$ cat src/rtl/irq_pkg.sv
package irq_pkg;
    typedef enum logic [1:0] {
        ST_IDLE  = 2'd0,
        ST_QUIET = 2'd1,
        ST_REQ   = 2'd2
    } irq_state_e;
endpackage

$ cat src/rtl/irq_ext_capture.sv
// Samples active-low external lines; edge lines latch a falling edge.
module irq_ext_capture #(
    parameter int N_EXT = 3
) (
    input  logic             clk,
    input  logic             rst_n,
    input  logic [N_EXT-1:0] line_n,
    input  logic [N_EXT-1:0] edge_sel,
    input  logic [N_EXT-1:0] clr,
    output logic [N_EXT-1:0] req
);
    generate
        for (genvar g = 0; g < N_EXT; g++) begin : g_line
            logic smp_q;
            logic prev_q;
            logic latch_q;

            always_ff @(posedge clk or negedge rst_n) begin
                if (!rst_n) begin
                    smp_q   <= 1'b1;
                    prev_q  <= 1'b1;
                    latch_q <= 1'b0;
                end else begin
                    smp_q  <= line_n[g];
                    prev_q <= smp_q;
                    if (edge_sel[g] && prev_q && !smp_q)
                        latch_q <= 1'b1;
                    else if (clr[g] || !edge_sel[g])
                        latch_q <= 1'b0;
                end
            end

            assign req[g] = edge_sel[g] ? latch_q : ~smp_q;
        end
    endgenerate
endmodule

$ cat src/rtl/irq_pulse_latch.sv
// Holds single-cycle event pulses until cleared; a new pulse beats a clear.
module irq_pulse_latch #(
    parameter int W = 5
) (
    input  logic         clk,
    input  logic         rst_n,
    input  logic [W-1:0] set,
    input  logic [W-1:0] clr,
    output logic [W-1:0] pend
);
    logic [W-1:0] pend_q;

    always_ff @(posedge clk or negedge rst_n) begin
        if (!rst_n)
            pend_q <= '0;
        else
            pend_q <= (pend_q & ~clr) | set;
    end

    assign pend = pend_q;
endmodule

$ cat src/rtl/irq_prio_pick.sv
// Lowest set index wins.
module irq_prio_pick #(
    parameter int N  = 9,
    parameter int VW = 4
) (
    input  logic [N-1:0]  req,
    output logic          any,
    output logic [VW-1:0] idx
);
    always_comb begin
        any = |req;
        idx = '0;
        for (int i = N - 1; i >= 0; i--) begin
            if (req[i])
                idx = VW'(i);
        end
    end
endmodule

$ cat src/rtl/irq_prio_ctrl.sv
module irq_prio_ctrl #(
    parameter int N_EXT = 3,
    parameter int N_INT = 5,
    localparam int NSRC = 1 + N_EXT + N_INT,
    localparam int VW   = (NSRC > 1) ? $clog2(NSRC) : 1
) (
    input  logic              clk,
    input  logic              rst_n,
    input  logic [N_EXT-1:0]  ext_irq_n,
    input  logic [N_EXT-1:0]  ext_edge_sel,
    input  logic [N_INT-1:0]  int_pulse,
    input  logic              pwrdn_pulse,
    input  logic              mask_we,
    input  logic [NSRC-2:0]   mask_din,
    input  logic              gie_set,
    input  logic              gie_clr,
    output logic              svc_req,
    output logic [VW-1:0]     svc_vec,
    input  logic              svc_ack
);
    import irq_pkg::*;

    localparam int EXT_LO = 1;
    localparam int INT_LO = 1 + N_EXT;

    irq_state_e        state_q, state_d;
    logic [VW-1:0]     vec_q, vec_d;
    logic [NSRC-2:0]   mask_q;
    logic              gie_q;
    logic [NSRC-1:0]   pend;
    logic [NSRC-1:0]   cand;
    logic [NSRC-1:0]   clr_all;
    logic              ack_take;
    logic              allow;
    logic              any_sel;
    logic [VW-1:0]     sel_idx;
    logic [N_EXT-1:0]  ext_req;
    logic [N_INT-1:0]  int_pend;
    logic              pdn_pend;

    // Acknowledge decode: clear the latch of the issued vector
    assign ack_take = (state_q == ST_REQ) && svc_ack;

    always_comb begin
        for (int i = 0; i < NSRC; i++)
            clr_all[i] = ack_take && (vec_q == VW'(i));
    end

    irq_ext_capture #(.N_EXT(N_EXT)) ext_i (
        .clk      (clk),
        .rst_n    (rst_n),
        .line_n   (ext_irq_n),
        .edge_sel (ext_edge_sel),
        .clr      (clr_all[INT_LO-1:EXT_LO]),
        .req      (ext_req)
    );

    irq_pulse_latch #(.W(N_INT)) int_i (
        .clk   (clk),
        .rst_n (rst_n),
        .set   (int_pulse),
        .clr   (clr_all[NSRC-1:INT_LO]),
        .pend  (int_pend)
    );

    irq_pulse_latch #(.W(1)) pdn_i (
        .clk   (clk),
        .rst_n (rst_n),
        .set   (pwrdn_pulse),
        .clr   (clr_all[0]),
        .pend  (pdn_pend)
    );

    assign pend = {int_pend, ext_req, pdn_pend};

    // Mask register and global enable
    always_ff @(posedge clk or negedge rst_n) begin
        if (!rst_n) begin
            mask_q <= '0;
            gie_q  <= 1'b1;
        end else begin
            if (mask_we)
                mask_q <= mask_din;
            if (gie_clr)
                gie_q <= 1'b0;
            else if (gie_set)
                gie_q <= 1'b1;
        end
    end

    // Gating: powerdown bypasses every gate
    assign allow = gie_q && (state_q != ST_QUIET);

    always_comb begin
        cand[0]        = pend[0];
        cand[NSRC-1:1] = pend[NSRC-1:1] & mask_q & {(NSRC-1){allow}};
    end

    irq_prio_pick #(.N(NSRC), .VW(VW)) pick_i (
        .req (cand),
        .any (any_sel),
        .idx (sel_idx)
    );

    // Next state
    always_comb begin
        state_d = state_q;
        vec_d   = vec_q;
        unique case (state_q)
            ST_IDLE: begin
                if (mask_we) begin
                    if (cand[0]) begin
                        state_d = ST_REQ;
                        vec_d   = '0;
                    end else begin
                        state_d = ST_QUIET;
                    end
                end else if (any_sel) begin
                    state_d = ST_REQ;
                    vec_d   = sel_idx;
                end
            end
            ST_QUIET: begin
                if (any_sel) begin
                    state_d = ST_REQ;
                    vec_d   = sel_idx;
                end else if (mask_we) begin
                    state_d = ST_QUIET;
                end else begin
                    state_d = ST_IDLE;
                end
            end
            ST_REQ: begin
                if (svc_ack)
                    state_d = mask_we ? ST_QUIET : ST_IDLE;
            end
            default: begin
                state_d = ST_IDLE;
            end
        endcase
    end

    // State register
    always_ff @(posedge clk or negedge rst_n) begin
        if (!rst_n) begin
            state_q <= ST_IDLE;
            vec_q   <= '0;
        end else begin
            state_q <= state_d;
            vec_q   <= vec_d;
        end
    end

    // Outputs
    always_comb begin
        svc_req = (state_q == ST_REQ);
        svc_vec = vec_q;
    end
endmodule

$ cat config.mk
export PLATFORM = sky130hd
export DESIGN_NAME = irq_prio_ctrl
export DESIGN_NICKNAME = d
export VERILOG_FILES = /design/src/rtl/irq_pkg.sv /design/src/rtl/irq_ext_capture.sv /design/src/rtl/irq_pulse_latch.sv /design/src/rtl/irq_prio_pick.sv /design/src/rtl/irq_prio_ctrl.sv
export SDC_FILE = /design/constraint.sdc
export NUM_CORES = 1
export LEC_CHECK = 0
export BUFFER_PORTS_ARGS = -buffer_cell sky130_fd_sc_hd__clkbuf_2
export CORE_MARGIN = 5
export CORE_UTILIZATION = 40
export DETAILED_ROUTE_END_ITERATION = 12
export PLACE_DENSITY = 0.7
export REMOVE_ABC_BUFFERS = 1
export SYNTH_ARGS = -nofsm -noshare
export SYNTH_HDL_FRONTEND = slang
export SYNTH_SLANG_ARGS = --single-unit
$ cat constraint.sdc
create_clock -name clk -period 3.1 [get_ports clk]
set_clock_uncertainty 0.15 [all_clocks]
set_input_delay 0.62 -clock clk [delete_from_list [all_inputs] [get_ports clk]]
set_output_delay 0.62 -clock clk [all_outputs]
set_load 0.005 [all_outputs]
==> impl_metrics.ini <==
[floorplan]
start_util_pct = 42.1
num_rows = 21
dieArea_um2 = 4890
die_w_um = 70.0
ios = 31
core_area_um2 = 3420
die_y_um = 70.0

[timing]
drv_slew = 0
max_freq_mhz = 506
maxSlewHeadroom_pct = 51.5
setup_viol = 0
hold_viol_final = 0
worstMarginPinSlew_ns = 0.728
tns_ns = 0
post-route-min-period_ns = 1.98
fin_ws_ns = 1.12
period_share_pct = 63.7
rsz0062_at_grt = no

[grt]
globalRouteOverflowTotal = 0
grt_use_met1_pct = 14.8
grt_max_degree = 31
grt_pass1_wl_mm = 5.04
grt_use_total_pct = 13.1
use_met3_pct = 5.60
grt_util_met2_pct = 20.8
first_global_vias = 1149
busiest_layer = met2
grt_antenna_before_repair = 0

[synthesis]
synth-main-ff-cell = dfrtp_1
synth_cell_types = 39
synthArstFlopShare_pct = 100
ys_ff_latch = 30
seq_area_frac_synth_pct = 52.8
netlist_instances = 125
synth_area_um2 = 1440
synth.yosys.warnings = 0
syn_area_per_cell_um2 = 11.5
synth-edff-count = 0

[worst_setup_path]
r2r_start = ext_i.g_line[0].smp_q
crit_required_ns = 2.33
cp_max_fo = 5
crit_chain = and2b_4 > clkbuf_2
endpoint = svc_req
rr_endpoint = svc_vec[3]
cp-start-kind = flip-flop
startpoint = state_q[0]
arrival_ns = 1.21
critPathKind = flip-flop to output pin
cp-end-kind = output pin
cpPeakStageDelay_ns = 0.46
crit_path_top_delay_cell = dfrtp_1
reg2reg_slack_ns = 1.45
r2r_cells = 5

[clocking]
clkLatencyLatePin_ns = 0.33
cts_tree = built
clock-sinks = 30
numCtsBuffers = 5
cts_buffer_depth = 2
cts_hold_buf = 0
cts_max_level = 2
clockRootBuffer = clkbuf_4
clk_pin_slew_ns = 0.09
cts_setup_buffers = 0
ctsResizeCount = 0

[power]
p_leak_nw = 0.720
p_per_area_nw_per_um2 = 539
max-vdd-ir-drop_mv = 0.255

[routing]
first_pass_iters = 4
drc = 0
ant_nets = 0
wl_per_cell_um = 14.0
totalWireLength_mm = 2.91
vias = 1082
viasPerCell = 5.20
drt_iter0_drc = 33

[placed_design]
pre_cts_ws_ns = 1.02
dp_hpwl_mm = 2.18
port_buffers = 30
place_congestion = 0.809

[final_layout]
final_core_util_pct = 49.5
mostFrequentLayoutCells = 30 x clkbuf_2, 23 x dfrtp_1, 9 x nor2_1
final_common_cell = clkbuf_2
area_growth_syn_to_layout_pct = 17.6
layout-drive-gt1-share_pct = 40.1
layout.nets = 187
antennaDiodeCount = 0

[hold_path]
holdCritPathClass = input pin to async pin

[status]
outcome = finished clean

[flow_run]
cap_viol_max_count = 0
[cells by family (layout without fill, tap and decap cells)]
group | Yosys count | count (layout) | synth area share (%)
flip-flops | 30 | 30 | 52.8
buffers and inverters | 5 | 42 | 1.30
AND/OR/NAND/NOR | 46 | 46 | 18.6
multiplexers | 8 | 8 | 6.27
AO/OA/AOI/OAI | 36 | 36 | 21.0
[layer usage]
metal / up-vias / wire length, um
met5: - / 0
met2: 33 / 1320
met3: 10 / 219
li1: 532 / -
met4: 0 / 76
met1: 507 / 1280
[state kept, by name, summed over array words and instances (netlist names)]
register,cells
ext_i.g_line.latch_q,3
mask_q,8
ext_i.g_line.prev_q,3
ext_i.g_line.smp_q,3
gie_q,1
svc_vec,4
state_q,2
pdn_i.pend,1
int_i.pend,5
[worst min path at each step]
stage                                from                      end  slack (ns)  depth (start not counted)
global route                 ext_irq_n[2]    ext_i.g_line[2].smp_q        0.18                          1
finish                              rst_n  ext_i.g_line[2].latch_q        0.18                          1
global placement    ext_i.g_line[1].smp_q   ext_i.g_line[1].prev_q        0.21                          0
floorplan                           rst_n  ext_i.g_line[0].latch_q        0.17                          0
CTS                                 rst_n  ext_i.g_line[2].latch_q        0.20                          1
detailed placement  ext_i.g_line[2].smp_q   ext_i.g_line[2].prev_q        0.21                          0
[report_power, final]
group	total, mW	switching [mW]	leakage (nW)	internal, mW
clock	0.215	0.125	0.0265	0.0902
sequential	0.482	0.0513	0.341	0.431
combinational	0.214	0.112	0.353	0.102
total	0.912	0.289	0.720	0.623
[cell usage after synthesis (2+ instances only)]
master	count	area share, %
a21boi_1	3	1.6
a21o_1	7	3.7
a22oi_2	2	1.7
a31oi_1	2	0.87
and2_1	4	1.7
dfrtp_1	23	40
dfstp_2	7	13
inv_1	3	0.78
mux2_2	8	6.3
nand2_1	8	2.1
nand2b_1	6	2.6
nand3_1	7	2.4
nand3b_1	3	1.6
nor2_1	9	2.3
nor3_2	2	1.4
o21ai_0	2	0.70
o21ai_1	5	1.7
o21ai_4	2	2.3
o32ai_1	2	1.2
[area by class of cell]
class | count | area [um2]
Tap cell | 46 | 57.6
Sequential cell | 30 | 759
Timing Repair Buffer | 30 | 150
Multi-Input combinational cell | 90 | 659
Fill cell | 331 | 1730
Inverter | 4 | 15.0
Clock buffer | 8 | 48.8
[per-stage QoR]
| stage | instances | power (mW) | instance area (um2) | hold slack (ns) |
|---|---|---|---|---|
| after global routing | 208 | 0.977 | 1690 | 0.179 |
| after CTS | 208 | 0.924 | 1690 | 0.195 |
| after floorplan | 124 | 0.629 | 1430 | 0.174 |
| after global placement | 200 | 0.698 | 1640 | 0.212 |
| final | 208 | 0.912 | 1690 | 0.181 |
| after detailed placement | 200 | 0.707 | 1640 | 0.213 |
[worst max-delay path: cells and delay by family, from the launching register on]
family / cells / cell delay (ns)
buffers and inverters: 1 / 0.11
DFF: 1 / 0.46
and+or+nand+nor: 1 / 0.31
Power figures use the tool's default switching activity.
